**config.mk**
```make
export PLATFORM = sky130hd
export DESIGN_NAME = clkstat_irq
export DESIGN_NICKNAME = d
export VERILOG_FILES = /design/src/rtl/clkstat_pkg.sv /design/src/rtl/clkstat_sync.sv /design/src/rtl/clkstat_w1c_flag.sv /design/src/rtl/clkstat_scm_ctl.sv /design/src/rtl/clkstat_irq.sv
export SDC_FILE = /design/constraint.sdc
export NUM_CORES = 1
export LEC_CHECK = 0
export ABC_CLOCK_PERIOD_IN_PS = 2600
export BUFFER_PORTS_ARGS = -buffer_cell sky130_fd_sc_hd__buf_2
export CELL_PAD_IN_SITES_DETAIL_PLACEMENT = 1
export CELL_PAD_IN_SITES_GLOBAL_PLACEMENT = 1
export CORE_ASPECT_RATIO = 1.2
export CORE_UTILIZATION = 32
export CTS_CLUSTER_SIZE = 8
export DETAILED_ROUTE_END_ITERATION = 10
export GPL_ROUTABILITY_DRIVEN = 0
export PLACE_DENSITY_LB_ADDON = 0.1
export SYNTH_ARGS = -nofsm -noshare
export SYNTH_HDL_FRONTEND = slang
export SYNTH_HIERARCHICAL = 1
export SYNTH_SLANG_ARGS = --single-unit
```
**constraint.sdc**
```tcl
create_clock -name clk -period 2.6 [get_ports clk]
set_input_delay 0.13 -clock clk [delete_from_list [all_inputs] [get_ports clk]]
set_output_delay 0.13 -clock clk [all_outputs]
set_load 0.1 [all_outputs]
```
**src/rtl/clkstat_pkg.sv**
```systemverilog
// Shared constants and types for the clock status change interrupt unit.
// Assumes a two-register map selected by a one-bit address.
package clkstat_pkg;
    localparam int DATA_W    = 8;
    localparam int NUM_FLAGS = 2;
    localparam int NUM_CAUSE = 4;

    localparam logic ADDR_CTRL = 1'b0;
    localparam logic ADDR_STAT = 1'b1;

    // flag indices; also their bit positions in the status register
    localparam int FLAG_LOCK = 0;
    localparam int FLAG_SCM  = 1;

    // status register level bits
    localparam int ST_SCM_ACT  = 2;
    localparam int ST_LOCK_LVL = 3;

    // control register bits (packed: first member is the MSB)
    typedef struct packed {
        logic cmon_en;  // bit 3
        logic scm_en;   // bit 2
        logic scm_ie;   // bit 1
        logic lock_ie;  // bit 0
    } ctrl_t;

    localparam int CTRL_W = $bits(ctrl_t);
endpackage

```
**src/rtl/clkstat_sync.sv**
```systemverilog
// Multi-stage synchroniser for one asynchronous level.
// Assumes STAGES >= 2; output lags the input by STAGES edges.
module clkstat_sync #(
    parameter int STAGES = 2
) (
    input  logic clk,
    input  logic rst_n,
    input  logic d,
    output logic q
);
    logic [STAGES-1:0] chain_q;

    // shift the level through the flop chain
    always_ff @(posedge clk) begin
        if (!rst_n) chain_q <= '0;
        else        chain_q <= {chain_q[STAGES-2:0], d};
    end

    assign q = chain_q[STAGES-1];
endmodule

```
**src/rtl/clkstat_w1c_flag.sv**
```systemverilog
// Sticky flag with a hardware set and a software clear.
// Assumes set has priority over clear when both arrive on one edge.
module clkstat_w1c_flag (
    input  logic clk,
    input  logic rst_n,
    input  logic set,
    input  logic clr,
    output logic q
);
    // latch set events, drop on clear unless a set coincides
    always_ff @(posedge clk) begin
        if (!rst_n)   q <= 1'b0;
        else if (set) q <= 1'b1;
        else if (clr) q <= 1'b0;
    end
endmodule

```
**src/rtl/clkstat_scm_ctl.sv**
```systemverilog
// Self clock mode status holder. Enters on any failure cause,
// leaves on a quality-check pass, changes only while enabled.
// Assumes all cause inputs are single-cycle strobes in the clk domain.
module clkstat_scm_ctl #(
    parameter int NCAUSE = 4
) (
    input  logic              clk,
    input  logic              rst_n,
    input  logic              scm_en,
    input  logic              cmon_en,
    input  logic [NCAUSE-1:0] fail_vec,
    input  logic              ext_clk_loss,
    input  logic              qc_pass,
    output logic              active,
    output logic              changed
);
    logic any_fail;
    logic active_nxt;

    // any failure cause, with external clock loss gated by the monitor enable
    always_comb begin
        any_fail = (|fail_vec) | (ext_clk_loss & cmon_en);
    end

    // next status: failure beats pass; frozen while disabled
    always_comb begin
        active_nxt = active;
        if (scm_en) begin
            if (any_fail)     active_nxt = 1'b1;
            else if (qc_pass) active_nxt = 1'b0;
        end
    end

    assign changed = active_nxt ^ active;

    // hold the status
    always_ff @(posedge clk) begin
        if (!rst_n) active <= 1'b0;
        else        active <= active_nxt;
    end
endmodule

```
**src/rtl/clkstat_irq.sv**
```systemverilog
// Clock status change interrupt unit, top level.
// Watches the PLL lock level and the self clock mode status and sets a
// sticky flag on every change of either. Flags are write-one-to-clear;
// the interrupt request combines the flags with their local enables.
// Assumes the strobe inputs are synchronous to clk; pll_lock_in is not.
module clkstat_irq
    import clkstat_pkg::*;
#(
    parameter int SYNC_STAGES = 2
) (
    input  logic              clk,
    input  logic              rst_n,
    input  logic              pll_lock_in,
    input  logic              qc_fail_por,
    input  logic              qc_fail_lvr,
    input  logic              qc_fail_stop,
    input  logic              cmon_fail,
    input  logic              ext_clk_loss,
    input  logic              qc_pass,
    input  logic              reg_wr,
    input  logic              reg_addr,
    input  logic [DATA_W-1:0] reg_wdata,
    output logic [DATA_W-1:0] reg_rdata,
    output logic              irq
);
    ctrl_t                ctrl_q;
    logic                 lock_sync;
    logic                 lock_prev;
    logic                 scm_active;
    logic                 scm_chg;
    logic [NUM_FLAGS-1:0] flag_set;
    logic [NUM_FLAGS-1:0] flag_clr;
    logic [NUM_FLAGS-1:0] flag_q;
    logic [NUM_FLAGS-1:0] flag_en;

    // control register write
    always_ff @(posedge clk) begin
        if (!rst_n)                             ctrl_q <= '0;
        else if (reg_wr && reg_addr == ADDR_CTRL) ctrl_q <= ctrl_t'(reg_wdata[CTRL_W-1:0]);
    end

    clkstat_sync #(.STAGES(SYNC_STAGES)) u_lock_sync (
        .clk   (clk),
        .rst_n (rst_n),
        .d     (pll_lock_in),
        .q     (lock_sync)
    );

    // previous synchronised lock level for edge comparison
    always_ff @(posedge clk) begin
        if (!rst_n) lock_prev <= 1'b0;
        else        lock_prev <= lock_sync;
    end

    clkstat_scm_ctl #(.NCAUSE(NUM_CAUSE)) u_scm (
        .clk          (clk),
        .rst_n        (rst_n),
        .scm_en       (ctrl_q.scm_en),
        .cmon_en      (ctrl_q.cmon_en),
        .fail_vec     ({cmon_fail, qc_fail_stop, qc_fail_lvr, qc_fail_por}),
        .ext_clk_loss (ext_clk_loss),
        .qc_pass      (qc_pass),
        .active       (scm_active),
        .changed      (scm_chg)
    );

    // per-flag set, clear and enable vectors
    always_comb begin
        flag_set            = '0;
        flag_set[FLAG_LOCK] = lock_sync ^ lock_prev;
        flag_set[FLAG_SCM]  = scm_chg;
        flag_clr = (reg_wr && reg_addr == ADDR_STAT) ? reg_wdata[NUM_FLAGS-1:0] : '0;
        flag_en            = '0;
        flag_en[FLAG_LOCK] = ctrl_q.lock_ie;
        flag_en[FLAG_SCM]  = ctrl_q.scm_ie;
    end

    for (genvar g = 0; g < NUM_FLAGS; g++) begin : g_flag
        clkstat_w1c_flag u_flag (
            .clk   (clk),
            .rst_n (rst_n),
            .set   (flag_set[g]),
            .clr   (flag_clr[g]),
            .q     (flag_q[g])
        );
    end

    // combined interrupt request
    assign irq = |(flag_q & flag_en);

    // register read mux
    always_comb begin
        reg_rdata = '0;
        if (reg_addr == ADDR_CTRL) begin
            reg_rdata[CTRL_W-1:0] = ctrl_q;
        end else begin
            reg_rdata[NUM_FLAGS-1:0] = flag_q;
            reg_rdata[ST_SCM_ACT]    = scm_active;
            reg_rdata[ST_LOCK_LVL]   = lock_sync;
        end
    end
endmodule

```
==> run metrics <==
status=completed; die area=1788 µm²; Die W=38.77 µm; initial antenna violation count=0; placed standard-cell area=601.8 µm²; setup_tns=0 ns; hold_buf cts=0; I/O Buffers=19; hold depth=2; gr ovfl total=0; CTS H-tree lvls=1; Synth Cell Area=519.2 µm²; crit-path max cell delay=0.42 ns; arrival time at the worst endpoint=1.23 ns; Detail Route Antenna Nets=0; crit path launch type=flop; Clock power frac=0.346; Final setup viols=0; P_int=0.2705 mW; CP Data Required Time=2.47 ns; Core Region=1483 µm²; RR Startpoint=ctrl_q[3]; FMAX=734.5 MHz; largest cells by area after synthesis=dfxtp_1, mux2i_1, mux2_1, nand2_1, buf_4; Clock Pin Slew Worst Setup and Hold Paths=0.07 ns; register area share after synthesis=0.3855; Synth area leader=dfxtp_1; total routed wirelength=1029 µm; Skew-Pair Late Insertion Delay=0.27 ns; drt initial violations=0; Setup CP Type=flop to output pin; Reg2Reg Depth=3; Yosys cell types=20; syn_area_per_cell=9.616 µm²; standard-cell rows=15; Die Ht=46.13 µm; total CTS buffers=3; synthesized flop and latch total=10; vias in the first global route=375; GRT Overall Usage=0.1448; CP max-delay cell=buf_2; first-pass GRT wire length=1545 µm; crit share post-route=0.5237; design area=638.1 µm²; HP Class=input pin to flop; GR peak layer=met2; Min Hold Slack=0.08289 ns; largest fanout on the critical path=6; # Post-CTS Setup Buffers=0; crit end category=output pin; DR DRC count=0; worst path cell trace=mux2_1 -> buf_2; Syn Inst Count=54; ANT cells=0; Final Max Tran Viols=0; NumNets Final=94; Vias/cell=4.571; layout cell share with drive strength beyond 1=0.3649; met3 GRT Util=0.09179; met2 Use GR=0.2000; final core utilization=0.4304; hold wc startpoint=pll_lock_in; Switching Share=0.3324; initial core utilization=0.3502; CTS tree=built; LEAKAGE=0.3090 nW; Peak supply drop=261.0 µV; Post-Place Worst Slack=1.250 ns; clk sinks=10; slack of the worst reg-to-reg path=1.68 ns; main combinational cell family by area after synthesis=simple AND/OR/NAND/NOR gates; mux cell area share after synthesis=0.1831; via count=416; setup ws final=1.238 ns; register share of total power=0.412; I/O pin total=28; max cap viols=0; minimum clock period=1.362 ns; clock buffer depth=2; Post-Synth Adder-Cell Area=0; Simple-Gate Fraction of Synth Area=0.2482; GR Util met1=0.1582; largest net degree at the start of global routing=16; Worst Skew=0.005615 ns; CTS root buf=clkbuf_4; yosys warns=6; capturing point of the worst reg2reg path=g_flag[1].u_flag/q; Pwr Density=635.0 nW/µm²; Post-CTS Resized=0; RSZ-0062 raised after global routing=no; NetSw=0.1347 mW; Hold Path End=u_lock_sync/chain_q[0]; fillers=188; Hold Fails Final Rpt=0; Layout area overhead=22.89%; Compound-Gate Fraction of Synth Area=0.07229; post-synth top area share=0.3855; xor/xnor share of the synthesized area=0.01687; Comb power frac=0.242; Initial DRT Pass Iterations=1; routed length per instance=11.31 µm
[worst max path at each step]
stage	startpoint	to	slack, ns	depth (start not counted)
finish	ctrl_q[2]	reg_rdata[2]	1.24	2
global route	ctrl_q[2]	reg_rdata[2]	1.17	2
CTS	ctrl_q[2]	reg_rdata[2]	1.21	2
detailed placement	cmon_fail	g_flag[1].u_flag/q	1.25	5
global placement	cmon_fail	g_flag[1].u_flag/q	1.26	5
floorplan	ctrl_q[2]	reg_rdata[2]	1.38	1
[kinds of logic after synthesis]
family / after synthesis
and+or+nand+nor: 22
other: 1
xor gates and xnor gates: 1
AOI/OAI and AO/OA: 5
DFF: 10
buffers and inverters: 6
muxes: 9
[registers in the layout, indices dropped and copies added (netlist names)]
name                 flops
lock_prev                1
g_flag.u_flag/q          2
ctrl_q                   4
u_lock_sync/chain_q      2
u_scm/active             1
[through the flow]
stage | power [mW] | instances
finish | 0.4052 | 91
CTS | 0.4143 | 91
global route | 0.4247 | 91
floorplan | 0.2543 | 57
global placement | 0.2688 | 87
detailed placement | 0.2697 | 87
[synthesized netlist by cell type, drive strengths merged]
cell / n
or4: 1
nor2b: 3
nand3: 2
nand2b: 1
o21a: 2
xor2: 1
buf: 5
o21ai: 1
nand2: 10
and2: 3
mux2i: 5
mux2: 4
dfxtp: 10
a22o: 1
conb: 1
a21oi: 1
clkbuf: 1
and3: 2
[worst max-delay path: cells and delay by family, from the launching register on]
family	cells	cell delay, ns
buffers and inverters	1	0.42
DFF	1	0.40
muxes	1	0.15
[power by group through the flow]
stage / sequential [mW] / clock (mW) / combinational [mW]
2_1_floorplan: 0.169 / 0 / 0.0853
3_3_place_gp: 0.171 / 0 / 0.0981
3_5_place_dp: 0.171 / 0 / 0.0988
4_1_cts: 0.167 / 0.148 / 0.0991
5_1_grt: 0.168 / 0.152 / 0.104
6_report: 0.167 / 0.140 / 0.0981
[layout by cell type, fill, tap and decap left out]
cell type / count
buf_2: 19
and3_1: 2
nand2_1: 10
clkbuf_8: 1
nand3_1: 2
xor2_1: 1
a22o_1: 1
nor2b_4: 2
nor2b_2: 1
nand2b_1: 1
dfxtp_1: 10
and2_1: 3
mux2i_1: 5
o21a_1: 2
conb_1: 4
mux2_1: 4
or4_1: 1
a21oi_2: 1
o21ai_0: 1
clkbuf_4: 3
[layout make-up]
cell class | instances | area [µm²] | share of cell area
Tap cell | 17 | 21.27 | 0.03333
Clock buffer | 4 | 36.28 | 0.05686
Multi-Input combinational cell | 41 | 285.3 | 0.4471
Sequential cell | 10 | 200.2 | 0.3137
Timing Repair Buffer | 19 | 95.09 | 0.1490
[routing by layer]
| layer | part of all wire | vias up |
|---|---|---|
| li1 | - | 217 |
| met1 | 0.43 | 184 |
| met2 | 0.47 | 11 |
| met3 | 0.071 | 4 |
| met4 | 0.028 | 0 |
| met5 | 0 | - |
(Power assumes the default switching activity.)
